--- src/rtl/hdlc_tx_pkg.sv ---
package hdlc_tx_pkg;

    localparam int BYTE_W    = 8;
    localparam int SEG_W     = 32;
    localparam int LEFT_W    = $clog2(SEG_W + 1);
    localparam int STUFF_RUN = 5;

    localparam logic [BYTE_W-1:0] FLAG_OCTET = 8'h7E;
    localparam logic [BYTE_W-1:0] MARK_OCTET = 8'hFF;
    localparam logic [SEG_W-1:0]  POLY16_REV = 32'h0000_8408;
    localparam logic [SEG_W-1:0]  POLY32_REV = 32'hEDB8_8320;

    typedef enum logic [2:0] {
        ST_IDLE,
        ST_PRE,
        ST_OPEN,
        ST_DATA,
        ST_FCS,
        ST_CLOSE,
        ST_ABORT
    } tx_state_e;

    // bits still to send (LSB goes out next) and how many remain
    typedef struct packed {
        logic [SEG_W-1:0]  bits;
        logic [LEFT_W-1:0] left;
    } seg_t;

    function automatic seg_t octet_seg(input logic [BYTE_W-1:0] v);
        seg_t s;
        s.bits = {{(SEG_W-BYTE_W){1'b0}}, v};
        s.left = LEFT_W'(BYTE_W);
        return s;
    endfunction

    function automatic logic [SEG_W-1:0] crc_preset(input logic wide);
        return wide ? {SEG_W{1'b1}} : {{(SEG_W-16){1'b0}}, 16'hFFFF};
    endfunction

    function automatic logic [SEG_W-1:0] crc_step(input logic [SEG_W-1:0] c,
                                                 input logic b,
                                                 input logic wide);
        logic [SEG_W-1:0] poly;
        logic fb;
        poly = wide ? POLY32_REV : POLY16_REV;
        fb   = c[0] ^ b;
        return (c >> 1) ^ (fb ? poly : '0);
    endfunction

endpackage

--- src/rtl/hdlc_tx_zins.sv ---
module hdlc_tx_zins
    import hdlc_tx_pkg::*;
(
    input  logic clk,
    input  logic rst,
    input  logic en,
    input  logic bit_i,
    input  logic stuffable,
    output logic stuff_now
);
    localparam int ONES_W = $clog2(STUFF_RUN + 1);

    logic [ONES_W-1:0] ones;

    assign stuff_now = (ones == ONES_W'(STUFF_RUN));

    always_ff @(posedge clk) begin
        if (rst) begin
            ones <= '0;
        end else if (en) begin
            if (stuff_now)
                ones <= '0;
            else if (stuffable && bit_i)
                ones <= ones + 1'b1;
            else
                ones <= '0;
        end
    end
endmodule

--- src/rtl/hdlc_tx_crc.sv ---
module hdlc_tx_crc
    import hdlc_tx_pkg::*;
(
    input  logic             clk,
    input  logic             rst,
    input  logic             en,
    input  logic             active,
    input  logic             bit_i,
    input  logic             wide,
    output logic [SEG_W-1:0] crc_nxt
);
    logic [SEG_W-1:0] crc_q;

    assign crc_nxt = crc_step(crc_q, bit_i, wide);

    always_ff @(posedge clk) begin
        if (rst)
            crc_q <= crc_preset(wide);
        else if (en)
            crc_q <= active ? crc_nxt : crc_preset(wide);
    end
endmodule

--- src/rtl/hdlc_tx_seq.sv ---
module hdlc_tx_seq
    import hdlc_tx_pkg::*;
#(
    parameter int PRE_CNT_W = 4,
    parameter int GAP_CNT_W = 4
) (
    input  logic                 clk,
    input  logic                 rst,
    input  logic                 adv,
    input  logic [BYTE_W-1:0]    in_data,
    input  logic                 in_valid,
    input  logic                 in_last,
    input  logic                 cfg_crc32,
    input  logic                 cfg_idle_flags,
    input  logic [BYTE_W-1:0]    cfg_pre_pattern,
    input  logic [PRE_CNT_W-1:0] cfg_pre_count,
    input  logic [GAP_CNT_W-1:0] cfg_gap_flags,
    input  logic [SEG_W-1:0]     crc_nxt,
    output logic                 cur_bit,
    output logic                 stuffable,
    output logic                 take,
    output tx_state_e            state_o
);
    tx_state_e            state;
    seg_t                 seg;
    logic [PRE_CNT_W-1:0] pre_left;
    logic [GAP_CNT_W-1:0] gap_left;
    logic                 cur_last;

    logic                 seg_end;
    logic [GAP_CNT_W-1:0] gap_eff;
    seg_t                 idle_seg;
    seg_t                 flag_seg;
    seg_t                 fcs_seg;

    assign seg_end   = (seg.left == LEFT_W'(1));
    assign gap_eff   = (cfg_gap_flags == '0) ? GAP_CNT_W'(1) : cfg_gap_flags;
    assign flag_seg  = octet_seg(FLAG_OCTET);
    assign idle_seg  = octet_seg(cfg_idle_flags ? FLAG_OCTET : MARK_OCTET);
    assign cur_bit   = seg.bits[0];
    assign stuffable = (state == ST_DATA) || (state == ST_FCS);
    assign state_o   = state;

    always_comb begin
        fcs_seg.bits = cfg_crc32 ? ~crc_nxt : {{(SEG_W-16){1'b0}}, ~crc_nxt[15:0]};
        fcs_seg.left = cfg_crc32 ? LEFT_W'(32) : LEFT_W'(16);
    end

    assign take = adv && seg_end && in_valid &&
                  (((state == ST_DATA) && !cur_last) ||
                   ((state == ST_OPEN) && (gap_left == '0)) ||
                   ((state == ST_CLOSE) && (gap_eff == GAP_CNT_W'(1))));

    always_ff @(posedge clk) begin
        if (rst) begin
            state    <= ST_IDLE;
            seg      <= octet_seg(MARK_OCTET);
            pre_left <= '0;
            gap_left <= '0;
            cur_last <= 1'b0;
        end else if (adv) begin
            if (!seg_end) begin
                seg.bits <= seg.bits >> 1;
                seg.left <= seg.left - 1'b1;
            end else begin
                unique case (state)
                    ST_IDLE: begin
                        if (!in_valid) begin
                            seg <= idle_seg;
                        end else if (cfg_pre_count != '0) begin
                            state    <= ST_PRE;
                            seg      <= octet_seg(cfg_pre_pattern);
                            pre_left <= cfg_pre_count - 1'b1;
                        end else begin
                            state    <= ST_OPEN;
                            seg      <= flag_seg;
                            gap_left <= '0;
                        end
                    end
                    ST_PRE: begin
                        if (pre_left != '0) begin
                            seg      <= octet_seg(cfg_pre_pattern);
                            pre_left <= pre_left - 1'b1;
                        end else begin
                            state    <= ST_OPEN;
                            seg      <= flag_seg;
                            gap_left <= '0;
                        end
                    end
                    ST_OPEN: begin
                        if (gap_left != '0) begin
                            seg      <= flag_seg;
                            gap_left <= gap_left - 1'b1;
                        end else if (in_valid) begin
                            state    <= ST_DATA;
                            seg      <= octet_seg(in_data);
                            cur_last <= in_last;
                        end else begin
                            state <= ST_IDLE;
                            seg   <= idle_seg;
                        end
                    end
                    ST_DATA: begin
                        if (cur_last) begin
                            state <= ST_FCS;
                            seg   <= fcs_seg;
                        end else if (in_valid) begin
                            seg      <= octet_seg(in_data);
                            cur_last <= in_last;
                        end else begin
                            state <= ST_ABORT;
                            seg   <= octet_seg(MARK_OCTET);
                        end
                    end
                    ST_FCS: begin
                        state <= ST_CLOSE;
                        seg   <= flag_seg;
                    end
                    ST_CLOSE: begin
                        if (!in_valid) begin
                            state <= ST_IDLE;
                            seg   <= idle_seg;
                        end else if (gap_eff == GAP_CNT_W'(1)) begin
                            state    <= ST_DATA;
                            seg      <= octet_seg(in_data);
                            cur_last <= in_last;
                        end else begin
                            state    <= ST_OPEN;
                            seg      <= flag_seg;
                            gap_left <= gap_eff - GAP_CNT_W'(2);
                        end
                    end
                    default: begin
                        state <= ST_IDLE;
                        seg   <= idle_seg;
                    end
                endcase
            end
        end
    end
endmodule

--- src/rtl/hdlc_tx.sv ---
module hdlc_tx
    import hdlc_tx_pkg::*;
#(
    parameter int PRE_CNT_W = 4,
    parameter int GAP_CNT_W = 4
) (
    input  logic                 clk,
    input  logic                 rst,
    input  logic                 bit_en,
    input  logic [7:0]           in_data,
    input  logic                 in_valid,
    input  logic                 in_last,
    output logic                 in_ready,
    input  logic                 cfg_crc32,
    input  logic                 cfg_idle_flags,
    input  logic [7:0]           cfg_pre_pattern,
    input  logic [PRE_CNT_W-1:0] cfg_pre_count,
    input  logic [GAP_CNT_W-1:0] cfg_gap_flags,
    output logic                 tx_bit
);
    logic             stuff_now;
    logic             stuffable;
    logic             cur_bit;
    logic             adv;
    logic [SEG_W-1:0] crc_nxt;
    tx_state_e        state;

    assign adv = bit_en && !stuff_now;

    hdlc_tx_seq #(
        .PRE_CNT_W(PRE_CNT_W),
        .GAP_CNT_W(GAP_CNT_W)
    ) seq_i (
        .clk            (clk),
        .rst            (rst),
        .adv            (adv),
        .in_data        (in_data),
        .in_valid       (in_valid),
        .in_last        (in_last),
        .cfg_crc32      (cfg_crc32),
        .cfg_idle_flags (cfg_idle_flags),
        .cfg_pre_pattern(cfg_pre_pattern),
        .cfg_pre_count  (cfg_pre_count),
        .cfg_gap_flags  (cfg_gap_flags),
        .crc_nxt        (crc_nxt),
        .cur_bit        (cur_bit),
        .stuffable      (stuffable),
        .take           (in_ready),
        .state_o        (state)
    );

    hdlc_tx_zins zins_i (
        .clk      (clk),
        .rst      (rst),
        .en       (bit_en),
        .bit_i    (cur_bit),
        .stuffable(stuffable),
        .stuff_now(stuff_now)
    );

    hdlc_tx_crc crc_i (
        .clk    (clk),
        .rst    (rst),
        .en     (adv),
        .active (state == ST_DATA),
        .bit_i  (cur_bit),
        .wide   (cfg_crc32),
        .crc_nxt(crc_nxt)
    );

    always_ff @(posedge clk) begin
        if (rst)
            tx_bit <= 1'b1;
        else if (bit_en)
            tx_bit <= stuff_now ? 1'b0 : cur_bit;
    end
endmodule

--- config.mk ---
export PLATFORM = sky130hd
export DESIGN_NAME = hdlc_tx
export DESIGN_NICKNAME = d
export VERILOG_FILES = /design/src/rtl/hdlc_tx_pkg.sv /design/src/rtl/hdlc_tx_zins.sv /design/src/rtl/hdlc_tx_crc.sv /design/src/rtl/hdlc_tx_seq.sv /design/src/rtl/hdlc_tx.sv
export SDC_FILE = /design/constraint.sdc
export NUM_CORES = 1
export LEC_CHECK = 0
export ABC_AREA = 0
export BUFFER_PORTS_ARGS = -buffer_cell sky130_fd_sc_hd__buf_4
export CAP_MARGIN = 20
export CELL_PAD_IN_SITES_DETAIL_PLACEMENT = 1
export CELL_PAD_IN_SITES_GLOBAL_PLACEMENT = 1
export CORE_MARGIN = 4
export CORE_UTILIZATION = 51
export DETAILED_ROUTE_END_ITERATION = 6
export MAX_ROUTING_LAYER = met4
export PLACE_DENSITY_LB_ADDON = 0.1
export SYNTH_ARGS = -nofsm -noshare
export SYNTH_HDL_FRONTEND = slang
export SYNTH_SLANG_ARGS = --single-unit
--- constraint.sdc ---
create_clock -name clk -period 7.3 [get_ports clk]
set_input_delay 0.365 -clock clk [delete_from_list [all_inputs] [get_ports clk]]
set_output_delay 0.365 -clock clk [all_outputs]
set_load 0.02 [all_outputs]
Yosys cells after proc, flatten, opt, wreduce, memory -nomap -nowiden. Index checks and enable logic that the tools add are counted.

Add/sub/neg operators: 6. Equal/unequal tests: 20. Muxes and demuxes: 52. Bitwise gates (word level): 4. Reductions and logical operators: 27.

Operators by type and width (count): $pmux W38 S6 (1); $mux W32 (7); $mux W38 (5); $mux W14 (5); $mux W4 (10); $not A32 Y32 (1); $xor A31 B32 Y32 (1); $mux W3 (8); $ne A2 B2 Y1 const B (9); $pmux W3 S6 (1); $not A16 Y16 (1); $pmux W4 S4 (1); $reduce_bool A4 Y1 (4); $reduce_and A6 Y1 (2); $sub A4 B1 Y4 const B (3); $eq A3 B3 Y1 const B (3); $reduce_and A9 Y1 (1); $logic_and A1 B1 Y1 (8); $logic_not A4 Y1 (2); $mux W1 (8); $mux W8 (1); $pmux W4 S2 (1); $reduce_and A7 Y1 (1); $eq A3 B2 Y1 const B (2); 17 further kinds (23).

Register bits after elaboration: 86. Bits of input ports: 31. Output and inout bits: 2. Word-level logic and storage cells: 118.

Logic depth before layout (Yosys ltp).
Depth after elaboration: 8. Depth in mapped cells: 9. Depth with buffers taken out: 7.

Modules after synthesis. From an unflattened synthesis, not the netlist that was laid out.

Cells, all modules: 581. Area total of the unflattened synthesis: 5009.8 um^2.

By module, submodules not included: hdlc_tx_seq (times used 1, cells each 404, area each 3085.5 um^2, seq. area each 1001.0 um^2); hdlc_tx_crc (times used 1, cells each 155, area each 1710.4 um^2, seq. area each 960.9 um^2); hdlc_tx_zins (times used 1, cells each 16, area each 158.9 um^2, seq. area each 60.1 um^2); hdlc_tx (times used 1, cells each 6, area each 55.1 um^2, seq. area each 20.0 um^2).

Least setup slack after synthesis. Ideal clock, no wire load.

Kind: register to register. Start point: register zins_i.ones[1]. End point: register crc_i.crc_q[0] (enable). Library setup time: 0.394 ns. Arrival: 1.880 ns. Required time: 6.906 ns. Setup slack: 5.026 ns. Stages on the path, launching flop included: 7. Buffers on the path: 2. Period minus slack after synthesis: 2.274 ns. Path through: dfxtp_1 inv_1 ha_1 a21bo_2 clkbuf_1 buf_2 nand2b_1.

Word-level cells in the longest chain between the ends: 4.

Ends and longest elaborated chain: start, declared (line hdlc_tx_zins.sv:13) `logic [ONES_W-1:0] ones;`; start signal, assigned (line hdlc_tx_zins.sv:24) `ones <= ones + 1'b1;`; $eq A3 B3 Y1 (line hdlc_tx_zins.sv:15) `assign stuff_now = (ones == ONES_W'(STUFF_RUN));`; $logic_not A1 Y1 (line hdlc_tx.sv:28) `assign adv = bit_en && !stuff_now;`; $logic_and A1 B1 Y1 (line hdlc_tx.sv:28); $reduce_bool A2 Y1 (no line); end signal, assigned (line hdlc_tx_crc.sv:18) `crc_q <= crc_preset(wide);`; end signal, assigned (line hdlc_tx_crc.sv:20) `crc_q <= active ? crc_nxt : crc_preset(wide);`; end, declared (line hdlc_tx_crc.sv:12) `logic [SEG_W-1:0] crc_q;`.

No other way between the ends. A chain may end at the register's enable or synchronous reset.

Worst setup path in the final report.
Start point: register seq_i.state[1], in the netlist seq_i.state_o[1]. End point: register seq_i.seg[27] in the netlist's numbering.

Word-level cells in the longest chain between the ends: 3. Elaborated cells on any way between the ends: 8. Those cells by class: 5 x eq/ne; 2 x mux; 1 x reduce/logical.

Ends and longest elaborated chain: start, declared (line hdlc_tx_seq.sv:24) `tx_state_e state;`; start signal, assigned (line hdlc_tx_seq.sv:56) `state <= ST_IDLE;`; start signal, assigned (line hdlc_tx_seq.sv:71) `state <= ST_PRE;`; start signal, assigned (line hdlc_tx_seq.sv:75) `state <= ST_OPEN;`; $eq A3 B3 Y1, or another cell as far along (line hdlc_tx_seq.sv:66) `unique case (state)`; $pmux W38 S6 * (line hdlc_tx_seq.sv:66); $mux W38 * (line hdlc_tx_seq.sv:62) `if (!seg_end) begin`; end signal, assigned (line hdlc_tx_seq.sv:69) `seg <= idle_seg;`; end signal, assigned (line hdlc_tx_seq.sv:72) `seg <= octet_seg(cfg_pre_pattern);`; end signal, assigned (line hdlc_tx_seq.sv:76) `seg <= flag_seg;`; end, declared (line hdlc_tx_seq.sv:25) `seg_t seg;`.

Every way passes the cells marked *; elsewhere a longest branch is shown, timed or not.

==> run summary <==
Global-route met3 utilization -> 3.95%
CORE AREA -> 0.00920 mm^2
Pins over their slew limit -> 0
Hpwl dp -> 8520 um
Hold slack -> 0.320 ns
#FFs+latches synth -> 86
RSZ-0062 raised after global routing -> no
Synth top area share -> 22.6%
CTS tree -> built
Worst-path clk slew -> 0.09 ns
Total power draw -> 1020 uW
Crit end category -> flop
Final WL -> 12400 um
CTS max path bufs -> 2
CTS Hold Buffers Added -> 0
Pin count of the biggest net entering global routing -> 58
Post-CTS sizing -> 0
Total number of vias -> 4035
Status -> complete, no violations
H-tree depth -> 3
Nets@finish -> 568
CP arrival -> 3.08 ns
Power Density -> 195 mW/mm^2
Antenna cells -> 0
Seq/Total Area, Yosys -> 42.7%
Die width -> 105 um
Setup violations, final -> 0
Most used DFF post-synth -> dfxtp_1
Grt total ovfl -> 0
Largest cells by area after synthesis -> dfxtp_1, edfxtp_1, a21oi_1, nor2_1, o21ai_0
First-pass GRT wire length -> 20400 um
Number of synthesized flops with an enable pin -> 32
Max-cap violations -> 0
Net count after synthesis -> 559
Chip Height -> 105 um
Leak Pwr -> 0.00184 uW
Crit path kind -> flop to flop
# fillers -> 1072
Slowest stage delay, CP -> 0.81 ns
Cell taking the most area after synthesis -> dfxtp_1
Wire per inst -> 19.3 um
Final ANT Viol Nets -> 0
Slew @ Worst Pin -> 0.843 ns
Die area -> 0.0110 mm^2
Syn Inst Count -> 520
Mean Syn Cell Area -> 9.19 um^2
Crit share post-route -> 38.3%
Number of global-route vias before repair -> 4120
M1 GR Usage -> 27.8%
GRT Total Usage -> 23.5%
Global routing's busiest layer -> met2
Syn Std Cell Area -> 0.00478 mm^2
TNS Setup -> 0 ns
GP Congestion -> 0.818
Initial Util -> 52.0%
Critical Path Source Type -> flop
Ys async rst share -> 0%
Final Critical Period -> 2.80 ns
Synth cell types -> 68
Synth warn -> 0
Io pins -> 33
DRC -> 0
CTS root buffer -> clkbuf_8
Required time worst endpoint -> 7.58 ns
First-pass detailed-route iteration total -> 5
Worst Skew -> 0.0104 ns
Sink Count -> 86
Largest fanout on the critical path -> 25
Worst hold path class -> primary input to flop
Row count -> 35
Highest ir drop seen on vdd -> 0.113 mV
Ratio of cells with drive above 1 in the final layout -> 15.5%
Achievable Freq -> 0.357 GHz
Slew headroom -> 43.8%
Total setup buffers inserted after CTS -> 0
Fin. Hold Viols -> 0
CP cell instances -> nand4b_1 -> nor3_4 -> a221oi_1 -> nor3_2
Hold depth -> 3
DR vias/cell -> 6.26
Iteration-0 DRC count of the detailed router -> 159
Num CTS Buffers -> 9
R2r worst-path depth -> 4
Met2 usage -> 40.8%
Port buffer count -> 32
Area growth, synth to finish -> 9.71%
Util after Layout -> 57.0%
Slowest CP cell -> nor3_4
Clk_lat worst skew -> 0.35 ns
Antenna violations before repair -> 0
where the power goes:
| group | leakage [uW] | internal, uW | switching (uW) |
|---|---|---|---|
| sequential | 0.000720 | 520 | 16.6 |
| clock | 0.000108 | 193 | 175 |
| combinational | 0.00101 | 50.9 | 69.2 |
| total | 0.00184 | 763 | 261 |
cells in the mapped netlist, types with 3 or more instances:
library cell and instances:
a211o_1 3, o221ai_1 3, a21oi_1 33, o32ai_1 3, or3_1 3, o31ai_1 5, nor3_2 8, nor3b_1 5
or4_1 3, nand3_1 9, nor2b_1 7, dfxtp_1 54, clkbuf_1 22, o21ai_0 33, o2bb2ai_1 3, nor4_1 4
buf_2 12, xnor2_1 13, buf_1 3, a2bb2oi_1 11, nor3_1 25, nand2_1 40, a221oi_1 6, nand3b_1 6
o211ai_1 4, a22o_1 10, a211oi_1 12, inv_1 13, mux2i_1 4, ha_1 8, buf_6 3, o22ai_1 4
nor2_1 44, a221oi_2 7, nand2b_1 16, xor2_1 3, edfxtp_1 32, a22oi_1 6, o21ai_1 4, and3b_1 3
layout by cell type, fill, tap and decap left out, types with 9 or more instances in the layout:
cell type / synthesis / routed
a211oi_1: 12 / 12
a21oi_1: 33 / 33
nor2_1: 44 / 44
nand2_1: 40 / 40
a2bb2oi_1: 11 / 11
nand2b_1: 16 / 16
clkbuf_8: 0 / 9
xnor2_1: 13 / 13
nor3_1: 25 / 25
a22o_1: 10 / 10
nand3_1: 9 / 9
o21ai_0: 33 / 33
dfxtp_1: 54 / 54
edfxtp_1: 32 / 32
buf_4: 0 / 38
inv_1: 13 / 13
critical path: cells and delay by family (launching register included):
family	cells	cell delay (ns)
compound gates	1	0.21
simple gates	3	1.74
flops	1	0.78
per-layer routing:
layer	vias to the layer above	wire [um]
li1	1950	-
met5	-	0
met1	1982	5440
met3	27	406
met4	0	233
met2	76	6350
registers in the layout, indices dropped and copies added, names as in the netlist:
signal,count
seq_i.state_o,3
tx_bit,1
crc_i.crc_q,32
seq_i.gap_left,4
seq_i.cur_bit,1
seq_i.seg,37
seq_i.pre_left,4
seq_i.cur_last,1
zins_i.ones,3
final timing paths:
check,slack [ns],from,endpoint
min,0.32,in_last,seq_i.cur_last
max reg2reg,4.50,seq_i.state_o[1],seq_i.seg[27]
max,4.50,seq_i.state_o[1],seq_i.seg[27]
min reg2reg,0.47,seq_i.seg[7],seq_i.seg[7]
area by class of cell:
cell class	instances	area, um^2	area share (%)
well taps	111	139	2.65
clock buffers	10	128	2.43
inverters	13	48.8	0.931
multi-input cells	381	2510	47.9
repair buffers	38	285	5.44
flip-flops and latches	86	2040	38.9
clock inverters	6	86.3	1.65
cell families (layout without fill, tap and decap cells):
group | count (synthesis) | after routing | share of synthesized area (%)
buffers and inverters | 53 | 67 | 4.95
flip-flops | 86 | 86 | 42.7
AO/OA/AOI/OAI | 159 | 159 | 23.7
adder cells (fa/ha/maj) | 8 | 8 | 2.09
XOR/XNOR | 16 | 16 | 2.93
AND/OR/NAND/NOR | 194 | 194 | 22.8
multiplexers | 4 | 4 | 0.838
stage by stage:
stage / setup WS, ns / area (um^2) / cells
floorplan: 5.03 / 4780 / 520
CTS: 4.51 / 5240 / 645
global placement: 4.72 / 5030 / 629
global route: 4.24 / 5240 / 645
finish: 4.50 / 5240 / 645
detailed placement: 4.55 / 5030 / 629
Power figures use the tool's default switching activity.
